[src/rtl/dbf_pkg.sv]
package dbf_pkg;
  typedef enum logic [1:0] {
    PH_IDLE = 2'd0,
    PH_HI   = 2'd1,
    PH_LO   = 2'd2
  } phase_t;
endpackage

[src/rtl/dbf_ram.sv]
module dbf_ram #(
  parameter int AW = 8,
  parameter int DW = 8
) (
  input  logic          clk,
  input  logic          we,
  input  logic [AW-1:0] waddr,
  input  logic [DW-1:0] wdata,
  input  logic          re,
  input  logic [AW-1:0] raddr,
  output logic [DW-1:0] rdata
);
  localparam int DEPTH = 1 << AW;

  logic [DW-1:0] mem [DEPTH];

  // Plain single-clock RAM with registered read: infers block RAM.
  always_ff @(posedge clk) begin
    if (we) mem[waddr] <= wdata;
    if (re) rdata <= mem[raddr];
  end
endmodule

[src/rtl/dbf_seq.sv]
module dbf_seq
  import dbf_pkg::*;
#(
  parameter int AW = 8
) (
  input  logic          clk,
  input  logic          rst,
  input  logic          fetch_en,
  output logic [AW-1:0] pc,
  output logic          busy,
  output logic          rd_en,
  output logic          cap_hi,
  output logic          cap_lo,
  output logic          wr_allow
);
  phase_t phase;
  logic   start;

  // A new word may begin from idle or from the last busy cycle.
  assign start    = fetch_en && (phase == PH_IDLE || phase == PH_LO);
  assign busy     = (phase != PH_IDLE);
  assign rd_en    = start || (phase == PH_HI);
  assign cap_hi   = (phase == PH_HI);
  assign cap_lo   = (phase == PH_LO);
  assign wr_allow = (phase == PH_IDLE) && !fetch_en;

  always_ff @(posedge clk) begin
    if (rst) begin
      phase <= PH_IDLE;
      pc    <= '0;
    end else begin
      case (phase)
        PH_IDLE: if (start) begin
          phase <= PH_HI;
          pc    <= pc + 1'b1;
        end
        PH_HI: begin
          phase <= PH_LO;
          pc    <= pc + 1'b1;
        end
        PH_LO: if (start) begin
          phase <= PH_HI;
          pc    <= pc + 1'b1;
        end else begin
          phase <= PH_IDLE;
        end
        default: phase <= PH_IDLE;
      endcase
    end
  end
endmodule

[src/rtl/dbf_lanes.sv]
module dbf_lanes #(
  parameter int DW = 8
) (
  input  logic          clk,
  input  logic          rst,
  input  logic          cap_hi,
  input  logic          cap_lo,
  input  logic [DW-1:0] rd_byte,
  output logic [2*DW-1:0] word,
  output logic          word_valid
);
  logic [DW-1:0] stage_q;
  logic [DW-1:0] hi_q;
  logic [DW-1:0] lo_q;

  // Even byte waits in a stage so the visible word changes in one step.
  always_ff @(posedge clk) begin
    if (rst) begin
      stage_q    <= '0;
      hi_q       <= '0;
      lo_q       <= '0;
      word_valid <= 1'b0;
    end else begin
      word_valid <= cap_lo;
      if (cap_hi) stage_q <= rd_byte;
      if (cap_lo) begin
        hi_q <= stage_q;
        lo_q <= rd_byte;
      end
    end
  end

  assign word = {hi_q, lo_q};
endmodule

[src/rtl/dbf_fetch16.sv]
module dbf_fetch16 #(
  parameter int ADDR_W = 8,
  parameter int BYTE_W = 8
) (
  input  logic                clk,
  input  logic                rst,
  input  logic                fetch_en,
  input  logic                wr_en,
  input  logic [ADDR_W-1:0]   wr_addr,
  input  logic [BYTE_W-1:0]   wr_data,
  output logic [ADDR_W-1:0]   pc,
  output logic                busy,
  output logic [2*BYTE_W-1:0] instr,
  output logic                instr_valid
);
  logic              rd_en;
  logic              cap_hi;
  logic              cap_lo;
  logic              wr_allow;
  logic [BYTE_W-1:0] rd_byte;

  dbf_seq #(.AW(ADDR_W)) u_seq (
    .clk      (clk),
    .rst      (rst),
    .fetch_en (fetch_en),
    .pc       (pc),
    .busy     (busy),
    .rd_en    (rd_en),
    .cap_hi   (cap_hi),
    .cap_lo   (cap_lo),
    .wr_allow (wr_allow)
  );

  dbf_ram #(.AW(ADDR_W), .DW(BYTE_W)) u_ram (
    .clk   (clk),
    .we    (wr_en && wr_allow),
    .waddr (wr_addr),
    .wdata (wr_data),
    .re    (rd_en),
    .raddr (pc),
    .rdata (rd_byte)
  );

  dbf_lanes #(.DW(BYTE_W)) u_lanes (
    .clk        (clk),
    .rst        (rst),
    .cap_hi     (cap_hi),
    .cap_lo     (cap_lo),
    .rd_byte    (rd_byte),
    .word       (instr),
    .word_valid (instr_valid)
  );
endmodule

[config.mk]
export PLATFORM = sky130hd
export DESIGN_NAME = dbf_fetch16
export DESIGN_NICKNAME = d
export VERILOG_FILES = /design/src/rtl/dbf_pkg.sv /design/src/rtl/dbf_ram.sv /design/src/rtl/dbf_seq.sv /design/src/rtl/dbf_lanes.sv /design/src/rtl/dbf_fetch16.sv
export SDC_FILE = /design/constraint.sdc
export NUM_CORES = 2
export LEC_CHECK = 0
export CORE_ASPECT_RATIO = 0.75
export CORE_MARGIN = 2
export CORE_UTILIZATION = 31
export DETAILED_ROUTE_END_ITERATION = 6
export PLACE_DENSITY_LB_ADDON = 0.15
export SLEW_MARGIN = 40
export SYNTH_ARGS = -nofsm -noshare
export SYNTH_HDL_FRONTEND = slang
export SYNTH_SLANG_ARGS = --single-unit
[constraint.sdc]
create_clock -name clk -period 4.3 [get_ports clk]
set_clock_uncertainty 0.05 [all_clocks]
set_input_delay 0.86 -clock clk [delete_from_list [all_inputs] [get_ports clk]]
set_output_delay 0.86 -clock clk [all_outputs]
set_load 0.01 [all_outputs]
# Word-level counts from Yosys, hierarchy flattened

Memories as Yosys holds them, arrays and structs flattened. A register that Yosys moved wholly into a read port is not among the register bits.
Cells that the tools add are included.

Flip-flop bits (word level): 35
Bits in writable memories: 2,048
Logic and storage cells: 30
Memories kept: 1

Add/sub/neg operators: 1
Equal/unequal tests: 4
Multiplexer cells: 7
Reductions and logical operators: 11

Memories:

| name      | words | width | rd ports | clocked after memory_dff | wr ports | line          | source |
|---|---|---|---|---|---|---|---|
| u_ram.mem | 256   | 8     | 1        | 1                        | 1        | dbf_ram.sv:15 | `logic [DW-1:0] mem [DEPTH];` |

Operators with widths:

| kind                                                | number |
|---|---|
| one-hot mux 8 bit (2 select lines)                  | 1 |
| adder 8 x 1 -> 8 bit, second input constant         | 1 |
| two-way mux 8 bit                                   | 1 |
| one-hot mux 2 bit (3 select lines)                  | 1 |
| != test 2 x 1 -> 1 bit, second input constant       | 2 |
| nonzero test 2 bit                                  | 2 |
| logical AND 1 bit                                   | 3 |
| two-way mux 1 bit                                   | 3 |
| equality test 2 x 1 -> 1 bit, second input constant | 1 |
| equality test 2 bit, second input constant          | 1 |
| zero test 2 bit                                     | 1 |
| logical OR 1 bit                                    | 2 |
| two-way mux 2 bit                                   | 1 |
| AND reduction 2 bit                                 | 1 |
| OR reduction 2 bit                                  | 1 |
| zero test 1 bit                                     | 1 |

# Depth between registers and ports, before layout

Depth in word-level cells: 5
Gate-level depth with buffers: 12

# Cells and area by module

From an unflattened synthesis, not the netlist that was laid out.

Cells, all modules: 3,865
Area, all modules: 81,001.4 um^2

By module, submodules not included:

| module      | instances | cells an instance | area an instance (um^2) | seq. area each (um^2) |
|---|---|---|---|---|
| dbf_ram     | 1         | 3,733             | 79,636.4                | 61,739.2 |
| dbf_lanes   | 1         | 80                | 890.9                   | 500.5 |
| dbf_seq     | 1         | 51                | 467.9                   | 200.2 |
| dbf_fetch16 | 1         | 1                 | 6.3                     | 0.0 |

# Worst setup path after synthesis

Ideal clock, no wire load.

Path kind: in2reg
From: input wr_addr[0]
To: memory u_ram.mem[109][0], enable pin
Library setup time: 0.370 ns
Arrival: 2.334 ns
Required time: 3.880 ns
Setup slack: 1.546 ns
Stages on the path: 6
Path buffers: 3
Cells stage by stage: clkbuf_1 > nor2b_1 > clkbuf_1 > nand4_1 > clkbuf_1 > nor2_1

RTL lines:

| element     | line             | source |
|---|---|---|
| from (decl) | dbf_fetch16.sv:9 | `input logic [ADDR_W-1:0] wr_addr,` |
| to (decl)   | dbf_ram.sv:15    |  |

Straight into the memory's write port.

==> metrics.txt <==
# TYPE chip_impl_metric gauge
chip_impl_metric{name="cts.repair_timing.setup_buffer_count",unit=""} 0
chip_impl_metric{name="finalMaxSlewViolations",unit=""} 0
chip_impl_metric{name="global_route_wire_length_before_repair",unit="um"} 369000
chip_impl_metric{name="finalWeightedCongestion",unit=""} 0.849
chip_impl_metric{name="worstSkewPairLatency",unit="ns"} 0.86
chip_impl_metric{name="first_global_vias",unit=""} 42700
chip_impl_metric{name="clock_sink_count",unit=""} 2091
chip_impl_metric{name="die-area",unit="sq um"} 267000
chip_impl_info{name="cp_common_cell",value="sky130_fd_sc_hd__buf_12"} 1
chip_impl_metric{name="synth_enable_flop_cells",unit=""} 2056
chip_impl_metric{name="cpPeakStageDelay",unit="ns"} 0.88
chip_impl_info{name="predominant_post_synthesis_flop_cell",value="sky130_fd_sc_hd__edfxtp_1"} 1
chip_impl_metric{name="yosysSeqAreaShare",unit="%"} 76.7
chip_impl_metric{name="post_layout_nonfiller_instances",unit=""} 8219
chip_impl_info{name="timing.critical_path.cells",value="buf_12 > buf_12 > buf_4 > mux4_2 > a22oi_1 > a211oi_1 > o31ai_1 > o32ai_1"} 1
chip_impl_metric{name="maxClockFrequency",unit="MHz"} 238
chip_impl_metric{name="worst-r2r-setup-slack",unit="ns"} 0.09
chip_impl_metric{name="cts_hold_buffers",unit=""} 0
chip_impl_metric{name="ff2ff_path_depth",unit=""} 8
chip_impl_metric{name="yosys_warnings",unit=""} 0
chip_impl_metric{name="power.share.combinational",unit="%"} 8.1
chip_impl_metric{name="postLayoutSetupSlackWorst",unit="ns"} 0.0935
chip_impl_metric{name="layout-drive-gt1-share",unit="%"} 28.5
chip_impl_metric{name="ys_ff_latch",unit=""} 2091
chip_impl_metric{name="totalNegativeSetupSlack",unit="ns"} 0
chip_impl_info{name="tritoncts",value="built"} 1
chip_impl_metric{name="finish.net_count",unit=""} 4614
chip_impl_info{name="cts_root_buffer",value="sky130_fd_sc_hd__clkbuf_16"} 1
chip_impl_metric{name="drt_iter0_markers",unit=""} 5923
chip_impl_metric{name="vdd.ir_drop.worst",unit="uV"} 316
chip_impl_info{name="critPathLaunch",value="u_seq.pc[0]"} 1
chip_impl_metric{name="m1WireLength",unit="um"} 128000
chip_impl_info{name="critPathCapture",value="u_ram.rdata[7]"} 1
chip_impl_metric{name="final_min_period_over_clock_period",unit="%"} 97.8
chip_impl_metric{name="cp.depth",unit=""} 8
chip_impl_metric{name="grt_overflow_total",unit=""} 0
chip_impl_metric{name="regArea",unit="sq um"} 62500
chip_impl_metric{name="post-route-util",unit="%"} 37.1
chip_impl_metric{name="fraction_of_power_spent_switching_nets",unit="%"} 22.9
chip_impl_metric{name="filler_cells_inserted",unit=""} 23900
chip_impl_info{name="worst_hold_path_type",value="input pin to flip-flop"} 1
chip_impl_metric{name="fp.dieH",unit="um"} 448
chip_impl_metric{name="syn_inst",unit=""} 4016
chip_impl_metric{name="drc",unit=""} 0
chip_impl_metric{name="route.met2.wl",unit="um"} 115000
chip_impl_metric{name="synth.cell_area",unit="sq um"} 81400
chip_impl_metric{name="synthesis.area_per_instance",unit="sq um"} 20.3
chip_impl_info{name="crit_family",value="compound AO/OA/AOI/OAI gates"} 1
chip_impl_metric{name="fp-row-count",unit=""} 162
chip_impl_info{name="grt_setup_unrepaired",value="false"} 1
chip_impl_metric{name="grt_max_degree",unit=""} 101
chip_impl_metric{name="post-dp-hpwl",unit="um"} 179000
chip_impl_metric{name="critical_path.max_fanout",unit=""} 22
chip_impl_metric{name="initial_utilization",unit="%"} 31.3
chip_impl_metric{name="numCtsBuffers",unit=""} 212
chip_impl_metric{name="worstMarginPinSlew",unit="ns"} 1.01
chip_impl_info{name="mostFrequentLayoutCells",value="2056 x sky130_fd_sc_hd__edfxtp_1, 521 x sky130_fd_sc_hd__buf_4, 409 x sky130_fd_sc_hd__mux4_2"} 1
chip_impl_info{name="mostFrequentLayoutCell",value="sky130_fd_sc_hd__edfxtp_1"} 1
chip_impl_metric{name="sequentialPowerShare",unit="%"} 50.7
chip_impl_metric{name="clock_power_share",unit="%"} 41.2
chip_impl_metric{name="relSlewSlack",unit="%"} 32.7
chip_impl_metric{name="p_switching",unit="mW"} 10.1
chip_impl_metric{name="route.detailed.wl_per_inst",unit="um"} 33.1
chip_impl_metric{name="length_of_routed_met3_wiring",unit="um"} 22800
chip_impl_metric{name="cts_max_path_buffers",unit=""} 4
chip_impl_metric{name="yosys.cell_types.count",unit=""} 72
chip_impl_metric{name="power.density",unit="nW/um^2"} 459
chip_impl_info{name="crit_path_start_kind",value="flip-flop"} 1
chip_impl_metric{name="worst_hold_stages",unit=""} 1
chip_impl_metric{name="power.static_leakage",unit="nW"} 30.1
chip_impl_metric{name="worst_path_buf_inv",unit=""} 3
chip_impl_metric{name="final-setup-viol-count",unit=""} 0
chip_impl_metric{name="route.vias.total",unit=""} 43900
chip_impl_metric{name="p_int",unit="mW"} 34.2
chip_impl_metric{name="initial_antenna_violation_count",unit=""} 33
chip_impl_metric{name="drt-vias-per-instance",unit=""} 5.34
chip_impl_metric{name="io_pins",unit=""} 46
chip_impl_metric{name="globalRouteTotalUtil",unit="%"} 20.1
chip_impl_metric{name="ctsHtreeMaxLevel",unit=""} 4
chip_impl_metric{name="drt_pre_antenna_iters",unit=""} 5
chip_impl_metric{name="drv.max_cap_violation_count",unit=""} 0
chip_impl_metric{name="final_period_minus_worst_setup_slack",unit="ns"} 4.21
chip_impl_metric{name="die_w",unit="um"} 596
chip_impl_metric{name="place_ws",unit="ns"} 0.294
chip_impl_metric{name="core_area",unit="sq um"} 260000
chip_impl_info{name="status",value="complete, no violations"} 1
chip_impl_metric{name="post_cts_resize_count",unit=""} 0
chip_impl_metric{name="antenna_violating_nets_post_route",unit=""} 0
chip_impl_info{name="top_signal_layer_used",value="met5"} 1
chip_impl_metric{name="timing.final.hold_violations",unit=""} 0
chip_impl_metric{name="ys_async_sr_fraction",unit="%"} 0
chip_impl_info{name="worstSetupEndpointType",value="flip-flop"} 1
chip_impl_metric{name="quantity_of_i_o_buffers_inserted_on_ports",unit=""} 45
chip_impl_metric{name="areaGrowthSynthToFinish",unit="%"} 18.6
chip_impl_metric{name="multiInputGateArea",unit="sq um"} 17600
chip_impl_info{name="timing_worst_setup_path_type",value="flip-flop to flip-flop"} 1
chip_impl_metric{name="post_dp_cell_area",unit="sq um"} 89700
chip_impl_metric{name="detail_route.wirelength",unit="um"} 272000
chip_impl_metric{name="dp_cells",unit=""} 7818
chip_impl_metric{name="syn-num-nets",unit=""} 4037
chip_impl_info{name="crit_slowest_cell",value="sky130_fd_sc_hd__dfxtp_4"} 1
chip_impl_info{name="reg_to_reg_start",value="u_seq.pc[0]"} 1
chip_impl_metric{name="cp_data_arrival_time",unit="ns"} 4.75
chip_impl_metric{name="required_time_at_the_endpoint_of_the_critical_path",unit="ns"} 4.84
chip_impl_metric{name="design_area",unit="sq um"} 96600
chip_impl_info{name="r2r_end",value="u_ram.rdata[7]"} 1
chip_impl_metric{name="cts.clk_slew.worst_paths",unit="ns"} 0.07
## logic make-up after synthesis
kind of cell               count (synthesis)  synth area share, %
DFF                                     2091                 76.7
muxes                                    657                 14.6
and+or+nand+nor                          569                 3.00
AOI/OAI and AO/OA                        431                 3.71
buffers and inverters                    260                 1.86
xor gates and xnor gates                   7               0.0753
adders and majority gates                  1               0.0154
## cell usage after synthesis (15+ instances only)
| library cell | count | area share [%] |
|---|---|---|
| sky130_fd_sc_hd__mux2_2 | 24 | 0.33 |
| sky130_fd_sc_hd__a21oi_1 | 101 | 0.62 |
| sky130_fd_sc_hd__edfxtp_1 | 2056 | 76 |
| sky130_fd_sc_hd__nand2_1 | 135 | 0.62 |
| sky130_fd_sc_hd__buf_6 | 26 | 0.36 |
| sky130_fd_sc_hd__clkbuf_1 | 93 | 0.43 |
| sky130_fd_sc_hd__mux4_2 | 409 | 11 |
| sky130_fd_sc_hd__buf_4 | 38 | 0.35 |
| sky130_fd_sc_hd__nand3_1 | 41 | 0.25 |
| sky130_fd_sc_hd__o22ai_1 | 31 | 0.24 |
| sky130_fd_sc_hd__a31oi_1 | 15 | 0.12 |
| sky130_fd_sc_hd__mux2i_1 | 212 | 2.6 |
| sky130_fd_sc_hd__a22o_1 | 20 | 0.22 |
| sky130_fd_sc_hd__buf_2 | 73 | 0.45 |
| sky130_fd_sc_hd__a22oi_1 | 57 | 0.53 |
| sky130_fd_sc_hd__o221ai_1 | 29 | 0.31 |
| sky130_fd_sc_hd__a221oi_1 | 53 | 0.57 |
| sky130_fd_sc_hd__nor2_1 | 303 | 1.4 |
| sky130_fd_sc_hd__a211oi_1 | 34 | 0.31 |
| sky130_fd_sc_hd__dfxtp_1 | 35 | 0.86 |
| sky130_fd_sc_hd__o21ai_0 | 38 | 0.23 |
| sky130_fd_sc_hd__nor2b_1 | 22 | 0.17 |
## power by group through the flow
stage	clock, mW	sequential (mW)	combinational, mW
floorplan	0	22.9	1.99
global placement	0	22.9	3.58
detailed placement	0	22.9	3.59
CTS	18.7	22.5	3.60
global route	19.4	22.5	3.75
finish	18.3	22.5	3.58
## how the worst min path moves through the flow
stage                       startpoint                 end
global route                wr_data[4]   u_ram.mem[197][4]
CTS                         wr_data[3]   u_ram.mem[197][3]
global placement    u_lanes.stage_q[7]     u_lanes.hi_q[7]
finish                      wr_data[4]   u_ram.mem[196][4]
floorplan           u_lanes.stage_q[0]     u_lanes.hi_q[0]
detailed placement  u_lanes.stage_q[7]  u_lanes.stage_q[7]
## final cells by class
type                       instances  share of cell area [%]
clock inverter                   112                    1.05
timing repair buffer             616                    5.63
clock buffer                     268                    5.85
multi-input combinational       1665                    18.3
tap                             3444                    4.46
inverter                           7                  0.0298
sequential                      2091                    64.7
antenna                           16                  0.0415
## state kept, by name, indices dropped and copies added, names as in the netlist
signal,count
u_lanes.hi_q,8
u_lanes.lo_q,8
u_lanes.stage_q,8
u_lanes.word_valid,1
u_ram.mem,2048
u_ram.rdata,8
u_seq.pc,8
u_seq.phase,2
## metrics by stage
step / total power [mW] / hold WS (ns)
after floorplan: 24.8 / 0.382
after global placement: 26.5 / 0.392
after detailed placement: 26.5 / 0.397
after CTS: 44.7 / 0.374
after global routing: 45.6 / 0.246
final: 44.3 / 0.287
## worst register-to-register path, delay by kind of cell, from the launching register on
kind	cells	cell delay [ns]
flip-flops	1	0.88
buffers and inverters	3	0.75
AO/OA/AOI/OAI	4	1.75
multiplexers	1	0.52
## layer usage
layer,vias to the layer above,track usage (%)
li1,17800,-
met1,23800,31.2
met2,1931,28.8
met3,333,4.07
met4,8,4.29
met5,-,0
Power figures use the tool's default switching activity.
